[src/rtl/pit_pkg.sv]
package pit_pkg;

  localparam int unsigned PIT_PER_W  = 20;
  localparam int unsigned PIT_OVF_W  = 12;
  localparam int unsigned PIT_DATA_W = 32;
  localparam int unsigned PIT_EN_BIT = 24;
  localparam int unsigned PIT_IE_BIT = 25;

  typedef enum logic [1:0] {
    SEL_MODE = 2'd0,
    SEL_STAT = 2'd1,
    SEL_VACK = 2'd2,
    SEL_VRAW = 2'd3
  } pit_sel_e;

endpackage

[src/rtl/pit_prescale.sv]
module pit_prescale #(
  parameter int unsigned DIV = 16
) (
  input  logic clk,
  input  logic rst_n,
  input  logic clr,
  input  logic run,
  output logic tick
);

  generate
    if (DIV <= 1) begin : g_bypass
      assign tick = run;
    end else begin : g_div
      localparam int unsigned CW = $clog2(DIV);
      localparam logic [CW-1:0] LAST = CW'(DIV - 1);

      logic [CW-1:0] cnt_q;
      logic [CW-1:0] cnt_d;

      always_comb begin
        cnt_d = cnt_q;
        if (clr || !run) begin
          cnt_d = '0;
        end else if (cnt_q == LAST) begin
          cnt_d = '0;
        end else begin
          cnt_d = cnt_q + 1'b1;
        end
      end

      always_ff @(posedge clk or negedge rst_n) begin
        if (!rst_n) begin
          cnt_q <= '0;
        end else begin
          cnt_q <= cnt_d;
        end
      end

      assign tick = run && (cnt_q == LAST);
    end
  endgenerate

endmodule

[src/rtl/pit_counter.sv]
module pit_counter #(
  parameter int unsigned PER_W = 20
) (
  input  logic             clk,
  input  logic             rst_n,
  input  logic             tick,
  input  logic             en,
  input  logic             start,
  input  logic [PER_W-1:0] start_per,
  input  logic [PER_W-1:0] mode_per,
  output logic [PER_W-1:0] cur,
  output logic             wrap,
  output logic             run
);

  logic [PER_W-1:0] cur_q;
  logic [PER_W-1:0] cur_d;
  logic [PER_W-1:0] lim_q;
  logic [PER_W-1:0] lim_d;
  logic             cur_ce;
  logic             lim_ce;

  assign run  = en || (cur_q != '0);
  assign wrap = tick && (cur_q >= lim_q);

  // interval counter
  assign cur_ce = tick;
  always_comb begin
    cur_d = cur_q;
    if (wrap) begin
      cur_d = '0;
    end else begin
      cur_d = cur_q + 1'b1;
    end
  end

  // active limit: reloaded on start, on wrap, or while idle
  assign lim_ce = start || wrap || !run;
  always_comb begin
    lim_d = lim_q;
    if (start) begin
      lim_d = start_per;
    end else begin
      lim_d = mode_per;
    end
  end

  always_ff @(posedge clk or negedge rst_n) begin
    if (!rst_n) begin
      cur_q <= '0;
      lim_q <= '0;
    end else begin
      if (cur_ce) begin
        cur_q <= cur_d;
      end
      if (lim_ce) begin
        lim_q <= lim_d;
      end
    end
  end

  assign cur = cur_q;

endmodule

[src/rtl/pit_ovf.sv]
module pit_ovf #(
  parameter int unsigned OVF_W = 12
) (
  input  logic             clk,
  input  logic             rst_n,
  input  logic             wrap,
  input  logic             ack,
  output logic [OVF_W-1:0] ovf,
  output logic             flag
);

  localparam logic [OVF_W-1:0] OVF_MAX = '1;

  logic [OVF_W-1:0] ovf_q;
  logic [OVF_W-1:0] ovf_d;
  logic             flag_q;
  logic             flag_d;

  always_comb begin
    ovf_d  = ovf_q;
    flag_d = flag_q;
    if (ack) begin
      ovf_d  = wrap ? OVF_W'(1) : '0;
      flag_d = wrap;
    end else if (wrap) begin
      flag_d = 1'b1;
      if (ovf_q != OVF_MAX) begin
        ovf_d = ovf_q + 1'b1;
      end
    end
  end

  always_ff @(posedge clk or negedge rst_n) begin
    if (!rst_n) begin
      ovf_q  <= '0;
      flag_q <= 1'b0;
    end else if (ack || wrap) begin
      ovf_q  <= ovf_d;
      flag_q <= flag_d;
    end
  end

  assign ovf  = ovf_q;
  assign flag = flag_q;

endmodule

[src/rtl/pit_regs.sv]
module pit_regs
  import pit_pkg::*;
#(
  parameter int unsigned ADDR_W = 4,
  parameter int unsigned DATA_W = 32,
  parameter int unsigned PER_W  = 20,
  parameter int unsigned OVF_W  = 12
) (
  input  logic              clk,
  input  logic              rst_n,
  input  logic              wr_en,
  input  logic              rd_en,
  input  logic [ADDR_W-1:0] addr,
  input  logic [DATA_W-1:0] wdata,
  input  logic [PER_W-1:0]  cur,
  input  logic [OVF_W-1:0]  ovf,
  input  logic              flag,
  output logic [DATA_W-1:0] rdata,
  output logic              en,
  output logic              ie,
  output logic [PER_W-1:0]  mode_per,
  output logic              start,
  output logic [PER_W-1:0]  start_per,
  output logic              ack,
  output logic              irq
);

  pit_sel_e          sel;
  logic              mode_we;
  logic [PER_W-1:0]  per_q;
  logic              en_q;
  logic              ie_q;
  logic [DATA_W-1:0] rdata_q;
  logic [DATA_W-1:0] rdata_d;
  logic [DATA_W-1:0] value_w;
  logic [DATA_W-1:0] mode_w;

  assign sel     = pit_sel_e'(addr[3:2]);
  assign mode_we = wr_en && (sel == SEL_MODE);
  assign ack     = rd_en && (sel == SEL_VACK);

  // enable rising from a write restarts the prescaler and loads the limit
  assign start     = mode_we && wdata[PIT_EN_BIT] && !en_q;
  assign start_per = wdata[PER_W-1:0];

  always_ff @(posedge clk or negedge rst_n) begin
    if (!rst_n) begin
      per_q <= '0;
      en_q  <= 1'b0;
      ie_q  <= 1'b0;
    end else if (mode_we) begin
      per_q <= wdata[PER_W-1:0];
      en_q  <= wdata[PIT_EN_BIT];
      ie_q  <= wdata[PIT_IE_BIT];
    end
  end

  always_comb begin
    value_w                      = '0;
    value_w[PER_W-1:0]           = cur;
    value_w[DATA_W-1 -: OVF_W]   = ovf;
    mode_w                       = '0;
    mode_w[PER_W-1:0]            = per_q;
    mode_w[PIT_EN_BIT]           = en_q;
    mode_w[PIT_IE_BIT]           = ie_q;
  end

  always_comb begin
    rdata_d = '0;
    unique case (sel)
      SEL_MODE: rdata_d = mode_w;
      SEL_STAT: rdata_d = {{(DATA_W-1){1'b0}}, flag};
      SEL_VACK: rdata_d = value_w;
      SEL_VRAW: rdata_d = value_w;
      default:  rdata_d = '0;
    endcase
  end

  always_ff @(posedge clk or negedge rst_n) begin
    if (!rst_n) begin
      rdata_q <= '0;
    end else if (rd_en) begin
      rdata_q <= rdata_d;
    end
  end

  assign rdata    = rdata_q;
  assign en       = en_q;
  assign ie       = ie_q;
  assign mode_per = per_q;
  assign irq      = flag && ie_q;

endmodule

[src/rtl/pit_timer.sv]
module pit_timer
  import pit_pkg::*;
#(
  parameter int unsigned ADDR_W   = 4,
  parameter int unsigned DATA_W   = PIT_DATA_W,
  parameter int unsigned PER_W    = PIT_PER_W,
  parameter int unsigned OVF_W    = PIT_OVF_W,
  parameter int unsigned PRESCALE = 16
) (
  input  logic              clk,
  input  logic              rst_n,
  input  logic              wr_en,
  input  logic              rd_en,
  input  logic [ADDR_W-1:0] addr,
  input  logic [DATA_W-1:0] wdata,
  output logic [DATA_W-1:0] rdata,
  output logic              irq
);

  logic             rst_meta_n;
  logic             rst_sync_n;
  logic             tick_w;
  logic             run_w;
  logic             wrap_w;
  logic             en_w;
  logic             ie_w;
  logic             start_w;
  logic             ack_w;
  logic             flag_w;
  logic [PER_W-1:0] cur_w;
  logic [PER_W-1:0] mode_per_w;
  logic [PER_W-1:0] start_per_w;
  logic [OVF_W-1:0] ovf_w;

  // asynchronous assert, synchronous release
  always_ff @(posedge clk or negedge rst_n) begin
    if (!rst_n) begin
      rst_meta_n <= 1'b0;
      rst_sync_n <= 1'b0;
    end else begin
      rst_meta_n <= 1'b1;
      rst_sync_n <= rst_meta_n;
    end
  end

  pit_prescale #(.DIV(PRESCALE)) i_prescale (
    .clk   (clk),
    .rst_n (rst_sync_n),
    .clr   (start_w),
    .run   (run_w),
    .tick  (tick_w)
  );

  pit_counter #(.PER_W(PER_W)) i_counter (
    .clk       (clk),
    .rst_n     (rst_sync_n),
    .tick      (tick_w),
    .en        (en_w),
    .start     (start_w),
    .start_per (start_per_w),
    .mode_per  (mode_per_w),
    .cur       (cur_w),
    .wrap      (wrap_w),
    .run       (run_w)
  );

  pit_ovf #(.OVF_W(OVF_W)) i_ovf (
    .clk   (clk),
    .rst_n (rst_sync_n),
    .wrap  (wrap_w),
    .ack   (ack_w),
    .ovf   (ovf_w),
    .flag  (flag_w)
  );

  pit_regs #(
    .ADDR_W (ADDR_W),
    .DATA_W (DATA_W),
    .PER_W  (PER_W),
    .OVF_W  (OVF_W)
  ) i_regs (
    .clk       (clk),
    .rst_n     (rst_sync_n),
    .wr_en     (wr_en),
    .rd_en     (rd_en),
    .addr      (addr),
    .wdata     (wdata),
    .cur       (cur_w),
    .ovf       (ovf_w),
    .flag      (flag_w),
    .rdata     (rdata),
    .en        (en_w),
    .ie        (ie_w),
    .mode_per  (mode_per_w),
    .start     (start_w),
    .start_per (start_per_w),
    .ack       (ack_w),
    .irq       (irq)
  );

endmodule

[config.mk]
export PLATFORM = sky130hd
export DESIGN_NAME = pit_timer
export DESIGN_NICKNAME = d
export VERILOG_FILES = /design/src/rtl/pit_pkg.sv /design/src/rtl/pit_prescale.sv /design/src/rtl/pit_counter.sv /design/src/rtl/pit_ovf.sv /design/src/rtl/pit_regs.sv /design/src/rtl/pit_timer.sv
export SDC_FILE = /design/constraint.sdc
export NUM_CORES = 1
export LEC_CHECK = 0
export BUFFER_PORTS_ARGS = -buffer_cell sky130_fd_sc_hd__buf_2
export CAP_MARGIN = 25
export CORE_UTILIZATION = 45
export DETAILED_ROUTE_END_ITERATION = 7
export GPL_ROUTABILITY_DRIVEN = 0
export PLACE_DENSITY = 0.61
export SLEW_MARGIN = 25
export SYNTH_ARGS = -nofsm -noshare
export SYNTH_HDL_FRONTEND = slang
export SYNTH_SLANG_ARGS = --single-unit
[constraint.sdc]
create_clock -name clk -period 3.9 [get_ports clk]
set_input_delay 0.78 -clock clk [delete_from_list [all_inputs] [get_ports clk]]
set_output_delay 0.78 -clock clk [all_outputs]
set_load 0.05 [all_outputs]
==> run metrics <==
status=finished clean; CP Cell Sequence=ha_1, nand4_2, or4_4, o32a_1, a31oi_4, a21oi_1, a311oi_1; Final Skew=around 0.0076 ns; Post-CTS Hold Fix Bufs=0; largest family of logic cells by synthesized area=compound AO/OA/AOI/OAI gates; Setup Viol. Count Final=0; Die H=approximately 120 um; syn nets=667; clk_lat worst skew=~0.42 ns; post-place setup slack=around 0.9 ns; H-tree depth=4; Slew HR=between 40% and 50%; FMAX=~0.33 GHz; Crit Path Category=reg -> reg; Synth Area in XOR/XNOR=under 10%; 1st-iter DRT viols=~270; total area of sequential cells=approximately 2800 um^2; synthesized cell area=slightly below 6000 um^2; CTS Buffer Depth=2; TritonCTS clock tree=yes; nets@finish=roughly 730; Comb power frac=between 15 and 20%; P_leak=approximately 3 nW; setup TNS=0 ns; drt pass-1 iters=4; vias in the first global route=approximately 4800; multiplexer area fraction after synthesis=about 4.8%; DP Area=around 6300 um^2; Worst R2R Path Depth=7; Final Critical Period=a little over 3 ns; CTS sink cnt=approximately 110; Cells after Synth=~600; post-synthesis adder-cell area fraction=under 10%; Post-DRT Antenna Nets=0; worst endpoint required time=about 4.2 ns; # Post-CTS Setup Buffers=0; initial antenna violation count=0; Chip Width=roughly 120 um; Rows=41; CP Max Fanout=19; power density cells=roughly 540 nW/um^2; EDFF count, synth=0; final number of hold-violating endpoints=0; sw frac=around 30%; unrepaired setup endpoints after global routing=no; Critical R2R Capture=i_ovf.ovf[2]; # IOs=73; CP endpoint kind=flop; Synth cell types=57; data arrival time of the critical path=3.36 ns; Inserted Clock Buffers=17; Flop pwr share=39.8%; critical path startpoint category=flop; Syn. warnings=0; Slowest-stage cell, CP=or4_4; routed len/inst=~17 um; post_cts resized=0; cell area after layout=6890 um^2; post-route setup slack=0.857 ns; Fillers=1122; drt drc=0; grt total ovfl=0; reg2reg start=i_counter.cur[17]; Synth Flop Type=dfrtp_1; CP Launch Point=i_counter.cur[17]; area of the multi-input gates=approximately 2700 um^2; internal reg-to-reg setup slack=between 0.8 and 0.9 ns; initial core utilization=between 40% and 50%; CTS Root Cell=clkbuf_16; Max VDD drop=a little under 300 uV; Max Slew Vio Count=0; layout overhead on the synthesized area=19.3%; FFs w/ async S/R, synth=100%; Mapped Avg Cell Area=around 9.6 um^2; largest net degree at the start of global routing=63; die area=13300 um^2; first-pass GRT wire length=approximately 24000 um; antenna diode count=0; CP peak stage delay=just under 0.6 ns; share of layout cells above drive strength 1=between 20% and 30%; Clk pwr share=a little over two fifths; total number of vias=~4800; Post-Synth Simple-Gate Area=between 10% and 20%; Routed WL=about 14000 um; worst min path class=in -> async; compound-cell area share of the yosys netlist=about 19%; port buffer count=60; drt via density=between 5 and 6; Synth Register Bits=around 110; Worst-Margin Slew=around 0.82 ns; final worst-path cycle share=between 70 and 80%; Seq/Total Area, Yosys=between 40% and 50%; Max Cap Viol=0; core box area=12600 um^2; NetSw=approximately 1.1 mW; GRT Overall Usage=a little under a quarter; detailed placer's ending HPWL=between 9000 and 10000 um; internal power=2.64 mW; CTS clk-pin slew, worst paths=approximately 0.050 ns
==> cell type report <==
| cell class | count | share of cell area, % |
|---|---|---|
| Sequential cell | 113 | 41.1 |
| Multi-Input combinational cell | 412 | 38.6 |
| Clock buffer | 19 | 6.57 |
| Timing Repair Buffer | 74 | 5.88 |
| Tap cell | 172 | 3.12 |
| Inverter | 44 | 2.40 |
| Clock inverter | 13 | 2.34 |
==> cells in the mapped netlist, drive strengths merged (2+ instances only) <==
master / count / area share, %
nand2b: 2 / 0.22
o21ai: 66 / 5.7
clkbuf: 28 / 1.8
and4: 2 / 0.30
nor3: 10 / 0.87
nand4: 9 / 1.2
o31ai: 3 / 0.48
nand3: 20 / 1.7
a21oi: 46 / 4.1
ha: 24 / 5.2
xnor2: 11 / 1.7
nand2: 25 / 1.6
a31oi: 23 / 2.8
mux2: 23 / 4.5
dfrtp: 113 / 49
and3: 5 / 0.54
nor4: 9 / 0.98
a22oi: 21 / 2.7
buf: 6 / 0.67
nand3b: 2 / 0.26
mux2i: 2 / 0.35
a31o: 3 / 0.46
a21o: 3 / 0.39
inv: 44 / 2.9
o21a: 2 / 0.26
nand4b: 2 / 0.30
nor2: 68 / 4.4
or4: 2 / 0.33
a311oi: 3 / 0.56
and2: 3 / 0.33
or3: 7 / 0.76
==> worst max-delay path by stage <==
stage	slack, ns	endpoint	depth (start not counted)
after CTS	0.83	i_ovf.ovf[2]	7
after global placement	0.87	i_counter.lim_q[11]	9
final	0.86	i_ovf.ovf[2]	7
after global routing	0.64	i_counter.lim_q[18]	9
after detailed placement	0.90	i_counter.lim_q[18]	9
after floorplan	0.52	i_counter.cur[0]	0
==> cells by family (layout without fill, tap and decap cells) <==
family	count (synthesis)	after routing
other cells	1	1
xor+xnor	11	11
simple gates	170	170
flops	113	113
mux	25	25
compound gates	181	181
fa+ha+maj	24	24
buf+inv	78	150
==> cell usage in the layout, fill, tap and decap left out, types with 17 or more instances in the layout <==
cell,n
dfrtp_1,112
nor2_1,68
buf_2,60
o21ai_0,47
a21oi_1,45
inv_1,44
nand2_1,25
ha_1,24
mux2_2,23
a31oi_1,22
a22oi_1,21
nand3_1,20
o21ai_1,19
clkbuf_16,17
==> power groups by stage <==
stage                     clock, mW  sequential (mW)  combinational (mW)
after global routing           1.66             1.52               0.759
after floorplan                   0             1.58               0.406
final                          1.59             1.49               0.671
after global placement            0             1.50               0.651
after CTS                      1.62             1.49               0.676
after detailed placement          0             1.51               0.673
==> metrics by stage <==
step / hold WS (ns) / utilization [%] / cells / power [mW]
6_report: 0.130 / 54.8 / 847 / 3.75
3_5_place_dp: 0.335 / 49.9 / 815 / 2.18
2_1_floorplan: 0.331 / - / 603 / 1.98
4_1_cts: 0.113 / 54.8 / 847 / 3.79
5_1_grt: 0.125 / 54.8 / 847 / 3.94
3_3_place_gp: 0.341 / 49.9 / 815 / 2.15
==> state kept, by name, indices dropped and copies added, names as in the netlist <==
name	flops
i_counter.cur	20
i_regs.mode_per	20
i_counter.lim_q	20
i_ovf.ovf	12
rst_meta_n	1
i_prescale.g_div.cnt_q	4
rst_sync_n	1
i_regs.ie	1
i_regs.en	1
i_ovf.flag	1
i_regs.rdata	32
==> per-layer routing <==
layer	up-vias	global-route usage, %	routed length (um)	part of all wire (%)
li1	2296	-	-	-
met5	-	0	0	0
met1	2350	30.4	6480	46
met4	0	11.5	297	2.1
met3	21	5.69	678	4.8
met2	118	37.6	6650	47
==> critical path: cells and delay by family, from the launching register on <==
kind,cells,cell delay [ns]
AOI/OAI and AO/OA,4,1.38
adders and majority gates,1,0.35
DFF,1,0.43
and+or+nand+nor,2,0.77
No activity file was read; power rests on OpenSTA's default activity.
